**src/rtl/adc_ctl_pkg.sv**
```systemverilog
package adc_ctl_pkg;
  localparam int unsigned FRAME_BITS = 32;
  localparam int unsigned N_LANES    = 3;

  typedef enum logic [3:0] {
    ST_IDLE,
    ST_RST,
    ST_CFG_LOAD,
    ST_CFG_SHIFT,
    ST_CONV,
    ST_WAIT_HI,
    ST_WAIT_LO,
    ST_RD_LOAD,
    ST_RD_SHIFT,
    ST_FINISH,
    ST_FAIL
  } seq_state_e;
endpackage

```
**src/rtl/adc_sclk_div.sv**
```systemverilog
// Half-period tick generator for the serial clock; counts only while a frame runs.
module adc_sclk_div #(
  parameter int unsigned HALF_DIV = 2
) (
  input  logic clk,
  input  logic rst_n,
  input  logic run_i,
  output logic tick_o
);
  localparam int unsigned CW = (HALF_DIV > 1) ? $clog2(HALF_DIV) : 1;
  localparam logic [CW-1:0] CNT_TOP = CW'(HALF_DIV - 1);

  logic [CW-1:0] cnt_q, cnt_d;

  assign tick_o = run_i && (cnt_q == CNT_TOP);

  always_comb begin
    if (!run_i || tick_o) cnt_d = '0;
    else                  cnt_d = cnt_q + CW'(1);
  end

  always_ff @(posedge clk or negedge rst_n) begin
    if (!rst_n) cnt_q <= '0;
    else        cnt_q <= cnt_d;
  end
endmodule

```
**src/rtl/adc_busy_sync.sv**
```systemverilog
// Synchroniser for the converter busy line; depth picked by parameter.
module adc_busy_sync #(
  parameter int unsigned STAGES = 2
) (
  input  logic clk,
  input  logic rst_n,
  input  logic busy_i,
  output logic busy_o
);
  logic [STAGES-1:0] ff_q;

  generate
    if (STAGES == 1) begin : g_single
      always_ff @(posedge clk or negedge rst_n) begin
        if (!rst_n) ff_q <= '0;
        else        ff_q <= busy_i;
      end
    end else begin : g_chain
      always_ff @(posedge clk or negedge rst_n) begin
        if (!rst_n) ff_q <= '0;
        else        ff_q <= {ff_q[STAGES-2:0], busy_i};
      end
    end
  endgenerate

  assign busy_o = ff_q[STAGES-1];
endmodule

```
**src/rtl/adc_frame_shift.sv**
```systemverilog
// One serial frame: word out MSB first, optional parallel capture of all lanes.
module adc_frame_shift #(
  parameter int unsigned BITS  = 32,
  parameter int unsigned LANES = 3
) (
  input  logic                  clk,
  input  logic                  rst_n,
  input  logic                  tick_i,
  input  logic                  load_i,
  input  logic                  capture_i,
  input  logic [BITS-1:0]       word_i,
  input  logic [LANES-1:0]      sdo_i,
  output logic                  active_o,
  output logic                  fin_o,
  output logic                  sclk_o,
  output logic                  sdi_o,
  output logic [LANES*BITS-1:0] cap_o
);
  localparam int unsigned BW = (BITS > 1) ? $clog2(BITS) : 1;
  localparam logic [BW-1:0] LAST_BIT = BW'(BITS - 1);

  logic            active_q, active_d;
  logic            sclk_q, sclk_d;
  logic            capen_q, capen_d;
  logic [BW-1:0]   bit_q, bit_d;
  logic [BITS-1:0] sr_q, sr_d;
  logic            fall_tick, rise_tick;

  // Falling SCLK is the sample point, rising SCLK advances the output bit.
  assign fall_tick = active_q & tick_i & sclk_q;
  assign rise_tick = active_q & tick_i & ~sclk_q;
  assign fin_o     = rise_tick & (bit_q == LAST_BIT);

  always_comb begin
    active_d = active_q;
    sclk_d   = sclk_q;
    capen_d  = capen_q;
    bit_d    = bit_q;
    sr_d     = sr_q;
    if (load_i && !active_q) begin
      active_d = 1'b1;
      sclk_d   = 1'b1;
      capen_d  = capture_i;
      bit_d    = '0;
      sr_d     = word_i;
    end
    if (fall_tick) sclk_d = 1'b0;
    if (rise_tick) begin
      sclk_d = 1'b1;
      if (bit_q == LAST_BIT) begin
        active_d = 1'b0;
      end else begin
        bit_d = bit_q + BW'(1);
        sr_d  = {sr_q[BITS-2:0], 1'b0};
      end
    end
  end

  always_ff @(posedge clk or negedge rst_n) begin
    if (!rst_n) begin
      active_q <= 1'b0;
      sclk_q   <= 1'b1;
      capen_q  <= 1'b0;
      bit_q    <= '0;
      sr_q     <= '0;
    end else begin
      active_q <= active_d;
      sclk_q   <= sclk_d;
      capen_q  <= capen_d;
      bit_q    <= bit_d;
      sr_q     <= sr_d;
    end
  end

  generate
    for (genvar g = 0; g < LANES; g++) begin : g_lane
      logic [BITS-1:0] lane_q, lane_d;
      always_comb begin
        if (fall_tick && capen_q) lane_d = {lane_q[BITS-2:0], sdo_i[g]};
        else                      lane_d = lane_q;
      end
      always_ff @(posedge clk or negedge rst_n) begin
        if (!rst_n) lane_q <= '0;
        else        lane_q <= lane_d;
      end
      assign cap_o[g*BITS +: BITS] = lane_q;
    end
  endgenerate

  assign active_o = active_q;
  assign sclk_o   = sclk_q;
  assign sdi_o    = sr_q[BITS-1];
endmodule

```
**src/rtl/adc_cfg_reader.sv**
```systemverilog
// Reset, configure, convert, wait on busy, read back three lanes.
module adc_cfg_reader
  import adc_ctl_pkg::*;
#(
  parameter int unsigned CLK_PERIOD_NS = 4,
  parameter int unsigned RST_MIN_NS    = 50,
  parameter int unsigned SCLK_HALF     = 2,
  parameter int unsigned CONV_CYC      = 4,
  parameter int unsigned BUSY_RISE_MAX = 64,
  parameter int unsigned BUSY_FALL_MAX = 4096,
  parameter int unsigned SYNC_STAGES   = 2
) (
  input  logic        clk,
  input  logic        rst_n,
  input  logic        start_i,
  input  logic [31:0] ctrl_word_i,
  output logic        adc_rst_o,
  output logic        adc_convst_o,
  input  logic        adc_busy_i,
  output logic        adc_fs_n_o,
  output logic        adc_sclk_o,
  output logic        adc_sdi_o,
  input  logic [2:0]  adc_sdo_i,
  output logic [31:0] res0_o,
  output logic [31:0] res1_o,
  output logic [31:0] res2_o,
  output logic        done_o,
  output logic        err_o
);
  localparam int unsigned RST_CYC  = (RST_MIN_NS + CLK_PERIOD_NS - 1) / CLK_PERIOD_NS;
  localparam int unsigned MAX_A    = (RST_CYC > CONV_CYC) ? RST_CYC : CONV_CYC;
  localparam int unsigned MAX_B    = (BUSY_RISE_MAX > BUSY_FALL_MAX) ? BUSY_RISE_MAX : BUSY_FALL_MAX;
  localparam int unsigned TMR_MAX  = (MAX_A > MAX_B) ? MAX_A : MAX_B;
  localparam int unsigned TW       = $clog2(TMR_MAX + 1);
  localparam logic [TW-1:0] T_RST  = TW'(RST_CYC - 1);
  localparam logic [TW-1:0] T_CONV = TW'(CONV_CYC - 1);
  localparam logic [TW-1:0] T_RISE = TW'(BUSY_RISE_MAX - 1);
  localparam logic [TW-1:0] T_FALL = TW'(BUSY_FALL_MAX - 1);

  seq_state_e state_q, state_d;
  logic [TW-1:0]          tmr_q;
  logic [FRAME_BITS-1:0]  word_q;
  logic [FRAME_BITS-1:0]  res_q [N_LANES];
  logic                   err_q, rst_pulse_q, convst_q;
  logic                   accept;
  logic                   busy_s;
  logic                   tick, fr_active, fr_fin, fr_load, fr_cap;
  logic [N_LANES*FRAME_BITS-1:0] cap_bus;

  adc_busy_sync #(.STAGES(SYNC_STAGES)) i_busy_sync (
    .clk    (clk),
    .rst_n  (rst_n),
    .busy_i (adc_busy_i),
    .busy_o (busy_s)
  );

  adc_sclk_div #(.HALF_DIV(SCLK_HALF)) i_sclk_div (
    .clk    (clk),
    .rst_n  (rst_n),
    .run_i  (fr_active),
    .tick_o (tick)
  );

  adc_frame_shift #(.BITS(FRAME_BITS), .LANES(N_LANES)) i_frame (
    .clk       (clk),
    .rst_n     (rst_n),
    .tick_i    (tick),
    .load_i    (fr_load),
    .capture_i (fr_cap),
    .word_i    (word_q),
    .sdo_i     (adc_sdo_i),
    .active_o  (fr_active),
    .fin_o     (fr_fin),
    .sclk_o    (adc_sclk_o),
    .sdi_o     (adc_sdi_o),
    .cap_o     (cap_bus)
  );

  assign accept = (state_q == ST_IDLE) && start_i;

  // Next-state logic
  always_comb begin
    state_d = state_q;
    fr_load = 1'b0;
    fr_cap  = 1'b0;
    unique case (state_q)
      ST_IDLE:      if (start_i) state_d = ST_RST;
      ST_RST:       if (tmr_q == T_RST) state_d = ST_CFG_LOAD;
      ST_CFG_LOAD:  begin fr_load = 1'b1; state_d = ST_CFG_SHIFT; end
      ST_CFG_SHIFT: if (fr_fin) state_d = ST_CONV;
      ST_CONV:      if (tmr_q == T_CONV) state_d = ST_WAIT_HI;
      ST_WAIT_HI: begin
        if (busy_s)               state_d = ST_WAIT_LO;
        else if (tmr_q == T_RISE) state_d = ST_FAIL;
      end
      ST_WAIT_LO: begin
        if (!busy_s)              state_d = ST_RD_LOAD;
        else if (tmr_q == T_FALL) state_d = ST_FAIL;
      end
      ST_RD_LOAD:   begin fr_load = 1'b1; fr_cap = 1'b1; state_d = ST_RD_SHIFT; end
      ST_RD_SHIFT:  if (fr_fin) state_d = ST_FINISH;
      ST_FINISH:    state_d = ST_IDLE;
      ST_FAIL:      state_d = ST_IDLE;
      default:      state_d = ST_IDLE;
    endcase
  end

  // Sequencer registers
  always_ff @(posedge clk or negedge rst_n) begin
    if (!rst_n) begin
      state_q     <= ST_IDLE;
      tmr_q       <= '0;
      rst_pulse_q <= 1'b0;
      convst_q    <= 1'b0;
      err_q       <= 1'b0;
      word_q      <= '0;
    end else begin
      state_q     <= state_d;
      tmr_q       <= (state_d != state_q) ? '0 : tmr_q + TW'(1);
      rst_pulse_q <= (state_d == ST_RST);
      convst_q    <= (state_d == ST_CONV);
      if (accept)                    word_q <= ctrl_word_i;
      if (accept)                    err_q  <= 1'b0;
      else if (state_q == ST_FAIL)   err_q  <= 1'b1;
    end
  end

  // Result registers, one per lane
  generate
    for (genvar k = 0; k < N_LANES; k++) begin : g_res
      always_ff @(posedge clk or negedge rst_n) begin
        if (!rst_n) begin
          res_q[k] <= '0;
        end else if (state_q == ST_RD_SHIFT && fr_fin) begin
          res_q[k] <= cap_bus[k*FRAME_BITS +: FRAME_BITS];
        end
      end
    end
  endgenerate

  assign adc_rst_o    = rst_pulse_q;
  assign adc_convst_o = convst_q;
  assign adc_fs_n_o   = ~fr_active;
  assign res0_o       = res_q[0];
  assign res1_o       = res_q[1];
  assign res2_o       = res_q[2];
  assign done_o       = (state_q == ST_FINISH);
  assign err_o        = err_q;
endmodule

```
**config.mk**
```make
export PLATFORM = sky130hd
export DESIGN_NAME = adc_cfg_reader
export DESIGN_NICKNAME = d
export VERILOG_FILES = /design/src/rtl/adc_ctl_pkg.sv /design/src/rtl/adc_sclk_div.sv /design/src/rtl/adc_busy_sync.sv /design/src/rtl/adc_frame_shift.sv /design/src/rtl/adc_cfg_reader.sv
export SDC_FILE = /design/constraint.sdc
export NUM_CORES = 1
export LEC_CHECK = 0
export BUFFER_PORTS_ARGS = -buffer_cell sky130_fd_sc_hd__buf_2
export CORE_ASPECT_RATIO = 1.75
export CORE_MARGIN = 3
export CORE_UTILIZATION = 41
export CTS_BUF_LIST = sky130_fd_sc_hd__clkbuf_8
export DETAILED_ROUTE_END_ITERATION = 8
export MAX_ROUTING_LAYER = met4
export PLACE_DENSITY_LB_ADDON = 0.05
export SLEW_MARGIN = 20
export SYNTH_ARGS = -nofsm -noshare
export SYNTH_HDL_FRONTEND = slang
export SYNTH_SLANG_ARGS = --single-unit
```
**constraint.sdc**
```tcl
create_clock -name clk -period 3.25 [get_ports clk]
set_input_delay 0 -clock clk [delete_from_list [all_inputs] [get_ports clk]]
set_output_delay 0 -clock clk [all_outputs]
set_load 0.01 [all_outputs]
```
======== After elaboration in Yosys (flattened, before gate mapping) ========
Cells that the tools add are included.
Widths: inputs -> output; s select.
word-level totals
  flip-flop bits (word level) ............. 287
cells by class
  bitwise operators ....................... 6
  mux-type cells .......................... 28
  reductions and logical operators ........ 11
  equality and inequality tests ........... 18
  add/subtract/negate cells ............... 3
operator list
  operator               number
  $mux 32                3
  $mux 4                 9
  $pmux 4 s9             1
  $eq 4x3->1 const B     5
  $mux 5                 3
  $add 13x1->13 const B  1
  $eq 13x12->1 const B   1
  $eq 13x2->1 const B    1
  $eq 13x4->1 const B    1
  $eq 13x6->1 const B    1
  $mux 13                1
  $eq 4x4->1 const B     3
  $mux 1                 11
  $eq 4x1->1 const B     2
  $eq 4x2->1 const B     2
  $add 5x1->5 const B    1
  $eq 5x5->1 const B     1
  $logic_and 1x1->1      5
  $and 1x1->1            4
  $logic_not 4->1        1
  $ne 4x4->1             1
  $reduce_bool 3->1      1
  $not 1->1              2
  $reduce_bool 2->1      1
  other kinds (4)        4

======== Longest topological paths before layout ========
  word-level depth ........................ 8
  mapped depth ............................ 10
  mapped depth without buffers ............ 8

======== Cells and area by module ========
From an unflattened synthesis, not the netlist that was laid out.
second synthesis, totals
  cell total of the unflattened synthesis .. 803
  area total of the unflattened synthesis .. 11771.3 µm²
modules (own cells, without submodules)
  module           sequential area each (µm²)  times used  cells an instance  area each (µm²)
  adc_cfg_reader   3703.6                      1           413                6055.8
  adc_frame_shift  3404.5                      1           385                5624.1
  adc_busy_sync    50.0                        1           2                  50.0
  adc_sclk_div     25.0                        1           3                  41.3

======== Least setup slack after synthesis ========
OpenSTA, ideal clock, no wires.
  kind .................................... register to register
  start point ............................. register i_frame.bit_q[0]
  end point ............................... register tmr_q[10]
  setup slack ............................. 0.947 ns
  arrival time ............................ 2.208 ns
  cell stages (with the launch flop) ...... 11
  period minus slack after synthesis ...... 2.303 ns
  library setup time ...................... 0.096 ns
  required time ........................... 3.154 ns
  cells stage by stage .................... dfrtp_1 -> ha_1 -> and3_1 -> ha_1 -> and4b_1 -> clkbuf_1 -> nand2_1 -> nor4b_4 -> a41oi_2 -> buf_6 -> nor4_2
between the ends
  cells in the longest elaborated chain, start to end .. 6
  elaborated cells between the ends (all ways) .. 7
ends and longest elaborated chain
  what                       line                                         text
  start: declaration         adc_frame_shift.sv:25                        logic [BW-1:0] bit_q, bit_d;
  start signal: assignment   adc_frame_shift.sv:70                        bit_q <= bit_d;
  $eq 5x5->1 *               adc_frame_shift.sv:32                        assign fin_o = rise_tick & (bit_q == LAST_BIT);
  $and 1x1->1 *              adc_frame_shift.sv:32
  $mux 4 (on tied branches)  adc_cfg_reader.sv:101, adc_cfg_reader.sv:90
  $pmux 4 s9 *               adc_cfg_reader.sv:86                         unique case (state_q)
  $ne 4x4->1 *               adc_cfg_reader.sv:119                        tmr_q <= (state_d != state_q) ? '0 : tmr_q + TW'(1);
  $mux 13 *                  adc_cfg_reader.sv:119
  end signal: assignment     adc_cfg_reader.sv:119
  end: declaration           adc_cfg_reader.sv:41                         logic [TW-1:0] tmr_q;
Every way passes the cells marked *; elsewhere a longest branch is shown, timed or not.
A chain may end at the register's enable or synchronous reset.

======== Final worst setup path ========
  start point ............................. register tmr_q[0]
  end point ............................... register tmr_q[12]
between the ends
  cells in the longest elaborated chain, start to end .. 6
  elaborated cells between the ends (all ways) .. 14
ends and longest elaborated chain
  what                                                line
  $eq 13x12->1 / $eq 13x6->1 (equally long branches)  adc_cfg_reader.sv:98, adc_cfg_reader.sv:94
  $mux 4 (on tied branches)                           adc_cfg_reader.sv:98, adc_cfg_reader.sv:94
  $mux 4 (on tied branches)                           adc_cfg_reader.sv:97, adc_cfg_reader.sv:93
  $pmux 4 s9                                          adc_cfg_reader.sv:86
  $ne 4x4->1                                          adc_cfg_reader.sv:119
  $mux 13 *                                           adc_cfg_reader.sv:119
Marked as above.

==> out/metrics.cfg <==
[outcome]
outcome=completed

[critical_path]
path_class=reg2reg
rr_startpoint=tmr_q[0]$_DFF_PN0_
worst-path-buf-inv=0
cpMostUsedCell=nor4_1
crit_chain=ha_1 -> nand4_1 -> nor4_1 -> nand2_1 -> a31oi_4 -> nor4_1
crit_start=tmr_q[0]$_DFF_PN0_
cp_top_family=simple AND/OR/NAND/NOR gates
cp-start-kind=register
cp_data_required_time_ns=3.65
crit_path_max_incr_delay_ns=0.60
cp_max_fo=13
end_kind=register
crit_arrival_ns=3.14
r2r_cells=6
worstSetupPathDepth=6
cp_slowest_cell=nor4_1

[floorplanning]
die-area_um2=30700
initial_core_util_pct=41.71
num_rows=81
die_w_um=133.8
die_h_um=229.6
io-pin-count=142
core_um2=28070

[clocking]
path_clk_slew_ns=0.06
cts_resized=0
htreeDepth=2
cts_buffers=43
clockBufferDepth=3
cts-root-buf=clkbuf_8
post_cts_buffers=0
clkLatencyLatePin_ns=0.55
cts_tree=yes
clock-sinks=287
hold_buffers=38

[sta]
finalSetupViolCount=0
rsz0062_at_grt=false
tightest_slew_ns=0.9181
relSlewSlack_pct=38.80
setup-tns-final_ns=0
hold_viol_final=0
fin_skew_ns=0.01641
fmax_mhz=364.9
drv_slew=0
whs_ns=0.08200
min_period_over_period_pct=84.33
worst_slack_ns=0.5092
min_period_ns=2.741

[placed_design]
io_buffers=141
pre_cts_slack_ns=0.5376
dp_hpwl_um=14880
gp_congestion=0.8178

[synth]
synthTopCellsByArea=dfrtp_1, mux2_2, mux2_4, mux2_1, mux2i_1
synth_top_area_cell=dfrtp_1
synth_edf_count=0
synth_cell_types=61
synthFlopType=dfrtp_1
postSynthAreaPerCell_um2=14.79
synth_fp_nets=835
async_flop_share_pct=100.0
synth_seq_area_share_pct=61.34
ys_seq_elements=287
synth_top_area_share_pct=61.12
syn_area_um2=11710
yosysWarnings=0
syn_inst=792

[detailed_routing]
routed_via_density=5.004
dr.first_iter.drc_count=197
drt_pre_antenna_iters=4
drt_drc_violations_left=0
ant_nets=0
wl_per_cell_um=16.84
drt-total-wl_um=23340
via_count=6936

[worst_hold_path]
whs_path_depth=2
hp-class=in2reg
min_from=adc_busy_i

[power]
pwr_density_cell_nw_per_um2=469.8
total_leakage_power_uw=0.007595
vdd_drop_max_mv=0.3033
power_uw=6584

[layout]
diodes=0
final_util_pct=49.92
drive_gt1_share_pct=41.86
final_nets=1027
final_cell_mix=dfrtp_1, mux2_2, buf_2
layout_commonest_cell=dfrtp_1
syn_to_final_growth_pct=19.68
n_fill_cell=2507

[global_route]
grt_usage_pct=15.93
grt_pass1_wl_um=38890
antenna_found_initial=0
grt_util_met2_pct=27.37
met1_usage_pct=17.84
grt.busiest_layer=met2
grt_max_degree=111
grt_overflow=0
grt_pass1_vias=7558
use_met3_pct=3.077

[run]
cap_violations=0

## layer usage
metal  vias up  share of wire, %
li1       3219                 -
met1      3500                39
met2       154                53
met3        63               3.7
met4         0               4.3
met5         -                 0
## flip-flops by register name (all words and copies together) (netlist names), 2 cells and up
| name | count |
|---|---|
| i_busy_sync.ff_q | 2 |
| i_frame.bit_q | 5 |
| i_frame.g_lane.lane_q | 96 |
| i_frame.sr_q | 32 |
| res0_o | 32 |
| res1_o | 32 |
| res2_o | 32 |
| state_q | 4 |
| tmr_q | 13 |
| word_q | 32 |
## cell type report
type / instances / area (µm²) / share of cell area [%]
Tap cell: 373 / 466.7 / 3.330
Timing Repair Buffer: 190 / 1241 / 8.856
Multi-Input combinational cell: 456 / 4290 / 30.61
Clock buffer: 52 / 715.7 / 5.107
Inverter: 6 / 22.52 / 0.1607
Clock inverter: 22 / 95.09 / 0.6785
Sequential cell: 287 / 7183 / 51.25
## worst paths after layout
path	end	slack (ns)
setup / recovery	tmr_q[12]$_DFF_PN0_	0.51
hold / removal	i_busy_sync.ff_q[0]$_DFF_PN0_	0.08
setup reg to reg	tmr_q[12]$_DFF_PN0_	0.51
hold reg to reg	i_busy_sync.ff_q[1]$_DFF_PN0_	0.36
max in group asynchronous	res2_o[16]$_DFFE_PN0P_	2.23
min in group asynchronous	res0_o[26]$_DFFE_PN0P_	0.12
## cells in the mapped netlist, types with 2 or more instances
cell type	count
ha_1	4
mux2_2	154
mux2i_1	32
clkbuf_1	21
a22o_1	2
mux2_1	30
nand3_1	3
a31oi_1	2
a21oi_1	6
nor2b_1	3
xnor2_1	6
mux2_4	40
nor3b_1	2
o21ai_0	36
nand4_1	12
buf_6	6
nand2b_1	4
nor4_1	5
nor2_1	15
buf_2	15
or3_1	2
inv_1	6
dfrtp_1	286
nor3_1	2
xor2_1	6
nor4_2	10
nand2_1	47
and2_1	2
## cells by family after synthesis
group / after synthesis / synth area share (%)
flops: 287 / 61.34
compound gates: 64 / 3.505
mux: 256 / 25.56
simple gates: 120 / 6.122
buf+inv: 49 / 2.148
fa+ha+maj: 4 / 0.4274
xor+xnor: 12 / 0.8975
## through the flow
stage,cells,area (µm²)
floorplan,792,11710
global placement,1274,12820
detailed placement,1274,12820
CTS,1386,14010
global route,1386,14010
finish,1386,14010
## power by group
part | internal [µW] | total, µW | switching [µW]
registers | 3610 | 3630 | 20.8
logic | 78.1 | 179 | 100
clock network | 1440 | 2770 | 1330
Power figures use the tool's default switching activity.
